==> src/rtl/dual_latch_xcvr.sv <==
module dual_latch_xcvr #(
  parameter int HALF_W = 8,
  parameter int HALVES = 2
) (
  input  logic                     clk,
  input  logic                     rst,
  input  logic [HALVES-1:0]        ab_en_n,
  input  logic [HALVES-1:0]        ab_le_n,
  input  logic [HALVES-1:0]        ab_oe_n,
  input  logic [HALVES-1:0]        ba_en_n,
  input  logic [HALVES-1:0]        ba_le_n,
  input  logic [HALVES-1:0]        ba_oe_n,
  input  logic [HALVES*HALF_W-1:0] a_in,
  output logic [HALVES*HALF_W-1:0] a_out,
  output logic [HALVES-1:0]        a_oe,
  input  logic [HALVES*HALF_W-1:0] b_in,
  output logic [HALVES*HALF_W-1:0] b_out,
  output logic [HALVES-1:0]        b_oe,
  output logic [HALVES-1:0]        contention
);

  for (genvar h = 0; h < HALVES; h++) begin : g_half
    logic [HALF_W-1:0] ab_q;
    logic [HALF_W-1:0] ba_q;

    always_ff @(posedge clk) begin
      if (rst) begin
        ab_q <= '0;
        ba_q <= '0;
      end else begin
        if (!ab_en_n[h] && !ab_le_n[h]) ab_q <= a_in[h*HALF_W +: HALF_W];
        if (!ba_en_n[h] && !ba_le_n[h]) ba_q <= b_in[h*HALF_W +: HALF_W];
      end
    end

    assign b_out[h*HALF_W +: HALF_W] = ab_q;
    assign a_out[h*HALF_W +: HALF_W] = ba_q;
    assign b_oe[h] = !rst && !ab_en_n[h] && !ab_oe_n[h];
    assign a_oe[h] = !rst && !ba_en_n[h] && !ba_oe_n[h];
    assign contention[h] = a_oe[h] && b_oe[h];
  end

endmodule

==> config.mk <==
export PLATFORM = sky130hd
export DESIGN_NAME = dual_latch_xcvr
export DESIGN_NICKNAME = d
export VERILOG_FILES = /design/src/rtl/dual_latch_xcvr.sv
export SDC_FILE = /design/constraint.sdc
export NUM_CORES = 1
export LEC_CHECK = 0
export BUFFER_PORTS_ARGS = -buffer_cell sky130_fd_sc_hd__buf_4
export CAP_MARGIN = 20
export CORE_MARGIN = 2
export CORE_UTILIZATION = 42
export DETAILED_ROUTE_END_ITERATION = 10
export GPL_ROUTABILITY_DRIVEN = 1
export GPL_TIMING_DRIVEN = 1
export PLACE_DENSITY = 0.78
export SLEW_MARGIN = 20
export SYNTH_ARGS = -nofsm -noshare
export SYNTH_HDL_FRONTEND = slang
export SYNTH_SLANG_ARGS = --single-unit
export TNS_END_PERCENT = 50
==> constraint.sdc <==
create_clock -name clk -period 0.95 [get_ports clk]
set_input_delay 0.0475 -clock clk [delete_from_list [all_inputs] [get_ports clk]]
set_output_delay 0.0475 -clock clk [all_outputs]
set_load 0.005 [all_outputs]
==> Word-level counts from Yosys, hierarchy flattened <==
Index checks and enable logic that the tools add are counted.
{ "word_totals": {"reg_bits": 32, "inputBits": 46, "output_inout_bits": 38, "wordCells": 31} }
{ "classes": {"reduce_logical": 27} }
{ "ops": {"columns": ["operator", "n"], "rows": [
  ["logical AND 1 bit", 14],
  ["zero test 1 bit", 13]
]} }

==> Longest topological paths before layout <==
{ "logic_depth": {"word_depth": 4, "depth_mapped": 3, "depth_no_buf": 2} }

==> Worst setup path after synthesis <==
No wires, ideal clock.
{ "synth_path": {"path_kind": "in2out", "start": "input port rst", "end": "output port contention[0]", "t_arrival_ns": 0.697, "t_required_ns": 0.902, "path_slack_ns": 0.206, "cell_stages": 3, "path_buffers": 1, "cell_sequence": "buf_2 nor3_1 nor3b_1"} }
{ "synth_via": {"elab_chain_cells": 4, "word_cells_on_any_way": 6, "cone_classes": "6 x reduce/logical"} }
{ "synth_rtl": {"columns": ["element", "line_no", "text"], "rows": [
  ["start, declared", "6", "input logic rst,"],
  ["zero test 1 bit", "39", "assign a_oe[h] = !rst && !ba_en_n[h] && !ba_oe_n[h];"],
  ["logical AND 1 bit (2 in a row)", "39", null],
  ["net a_oe[0]", "15", "output logic [HALVES-1:0] a_oe,"],
  ["logical AND 1 bit", "40", "assign contention[h] = a_oe[h] && b_oe[h];"],
  ["end, declared", "19", "output logic [HALVES-1:0] contention"]
]} }
The timed path passes the listed nets, and every way through them passes these cells.

==> Worst setup path in the final report <==
{ "layout_path": {"start": "input port ab_en_n[1]", "end": "output port contention[1]"} }
{ "layout_via": {"elab_chain_cells": 4} }
{ "layout_rtl": {"columns": ["element", "line_no", "text"], "rows": [
  ["start, declared", "7", "input logic [HALVES-1:0] ab_en_n,"],
  ["zero test 1 bit", "38", "assign b_oe[h] = !rst && !ab_en_n[h] && !ab_oe_n[h];"],
  ["logical AND 1 bit (2 in a row)", "38", null],
  ["logical AND 1 bit", "40", null]
]} }
No other way between the ends.

==> summary.txt <==
Layout
  – Layout Area Growth over Synthesis: 50.8%
  – Multi-input logic area: between 600 and 700 µm²
  – Post-Route Utilization: between 60% and 70%
  – Fill count: roughly 270
  – Final net count: around 270
  – Share of cells above drive strength 1: ~51%
  – Commonest non-fill, non-tap cells in the layout: 86 x buf_4, 32 x o21ai_0, 32 x a21oi_1, 32 x dfxtp_1, 24 x or3b_2
  – Diode count: 0
  – Commonest non-fill, non-tap cell in the layout: buf_4
  – Finished Layout Cells: 270
  – Register Area: 641 µm²
  – Final Instance Area: 2020 µm²

Synth
  – Mapped Cells: around 150
  – Sequential area share after synthesis: a little under half
  – Synthesized Nets: approximately 190
  – Synth Warn #: 0
  – Synth Register Bits: 32
  – Netlist cell types: 11
  – Syn avg cell area: just over 9 µm²
  – Mapped cell area: about 1300 µm²

CTS
  – CTS Buffer Depth: 2
  – CTS buffer count: 5
  – CTS Sinks: 32
  – Clock latency on the worst-skew pair: 0.32 ns
  – Worst-path clk slew: approximately 0.09 ns
  – Clk root buf: clkbuf_4
  – TritonCTS clock tree: built
  – H-tree level count: 2

Floorplan
  – Starting Density: about 44%
  – Die X: around 61 µm
  – Die Ht: just over 60 µm
  – Die Area: 3660 µm²
  – FP Rows: 20
  – Core area: 3050 µm²
  – I/O pin cnt: between 80 and 90

Setup path
  – CP endpoint kind: output pin
  – Worst setup path category: primary input to output pin
  – Max stage delay on crit path: roughly 0.26 ns
  – Data required, critical path: approximately 0.90 ns
  – Startpoint class of the critical path: primary input
  – Crit-path max FO: 17
  – Cell Chain, Critical Path: buf_4 > nor3_1 > nor3b_1 > buf_4
  – Reg2Reg Setup Slack: approximately 0.29 ns
  – CP most frequent cell: buf_4
  – Arrival time at the worst endpoint: 0.83 ns
  – Slowest-stage cell, CP: nor3_1

GRT
  – First-pass GRT wire length: between 5 and 6 mm
  – Total congestion overflow: 0
  – Initial antenna violation count: 0
  – Vias in the first global route: between 1k and 1.5k
  – Total GRT Usage: between 20% and 30%
  – Largest net degree at the start of global routing: 19

Pwr
  – VDD IR max: 0.000821 V
  – Leakage: a little under 0.9 nW
  – PwrDens: approximately 1300 nW/µm²

Route
  – WL per Instance: between 10 and 15 µm
  – Via density: a little over 5
  – DR vias: between 1k and 1.5k
  – Post-route ant nets: 0
  – DRT iter0 DRCs: 60
  – DRC: 0
  – Initial DRT Pass Iterations: 4
  – Routed WL: 3.57 mm

Timing
  – Worst-Margin Slew: approximately 0.26 ns
  – Setup violations, final: 0
  – Aggregate negative setup slack: 0 ns
  – Worst Hold Slack: around 0.071 ns
  – Fmax: 1140 MHz
  – Min cycle time layout: just under 0.9 ns
  – Fraction of the cycle the final worst path needs: between 90% and 100%
  – Max Slew Vio Count: 0
  – Clock Skew: 0 ns
  – RSZ-0062 raised after global routing: no
  – Normalized max-slew margin: just over 80%
  – Final hold vios: 0

Place
  – Placement Cell Area: between 1500 and 2000 µm²
  – Dpl hpwl: between 2 and 3 mm
  – IO Port Bufs: 83
  – GP Congestion: approximately 0.71
  – # placed instances: approximately 260

Flow run
  – Max cap viols: 0

Min path
  – Worst Hold Class: primary input to flip-flop

Run status
  – Outcome: complete, no violations
==> state kept, by name, indices dropped and copies added, names as in the netlist <==
register,count
g_half.ab_q,16
g_half.ba_q,16
==> power by group <==
part	internal, mW	switching [mW]
Sequential	1.40	0.0303
Combinational	0.283	0.180
Clock	0.247	0.399
Total	1.93	0.609
==> area by class of cell <==
| class | instances | area share (%) |
|---|---|---|
| clock buffer | 5 | 1.85 |
| tap | 44 | 2.72 |
| sequential | 32 | 31.6 |
| multi-input combinational | 102 | 31.4 |
| timing repair buffer | 87 | 32.4 |
==> final timing paths <==
check,depth (start not counted),from,endpoint
worst max-delay path,4,ab_en_n[1],contention[1]
worst min-delay path,3,a_in[13],g_half[1].ab_q[5]
worst max register to register,2,g_half[0].ba_q[6],g_half[0].ba_q[6]
worst min register to register,2,g_half[0].ab_q[4],g_half[0].ab_q[4]
==> metrics by stage <==
stage	power [mW]	worst slack (ns)
2_1_floorplan	1.64	0.206
3_3_place_gp	1.90	0.0876
3_5_place_dp	1.93	0.0466
4_1_cts	2.57	0.0686
5_1_grt	2.69	0.00291
6_report	2.54	0.0766
==> logic make-up (layout without fill, tap and decap cells) <==
family	Yosys count	after routing	synth area share, %
compound gates	64	64	23.9
simple gates	38	38	23.5
buf+inv	12	92	4.94
flops	32	32	47.7
==> what timing repair did <==
action                                 4_1_cts  5_1_grt
buffers inserted                             0        0
endpoints found under the hold margin        3        0
setup endpoints to repair                    0        0
resized for setup                            0        0
hold buffers                                 1        0
==> critical path: cells and delay by family <==
kind | cells | cell delay, ns
simple gates | 2 | 0.48
buf+inv | 2 | 0.30
==> cells in the mapped netlist, drive strengths merged <==
cell | count | area share [%]
a21oi | 32 | 12
o21ai | 32 | 12
or3b | 32 | 21
buf | 3 | 2.0
dfxtp | 32 | 48
nor3b | 2 | 1.1
nor3 | 4 | 1.5
clkbuf | 9 | 2.9
==> per-layer routing <==
metal	wire, µm	GRT usage (%)	share of wire [%]
met4	51	7.45	1.4
met2	1850	36.5	52
met1	1410	22.1	40
met5	0	0	0
met3	256	6.82	7.2
Note: power is estimated with default switching activity, not from simulation.
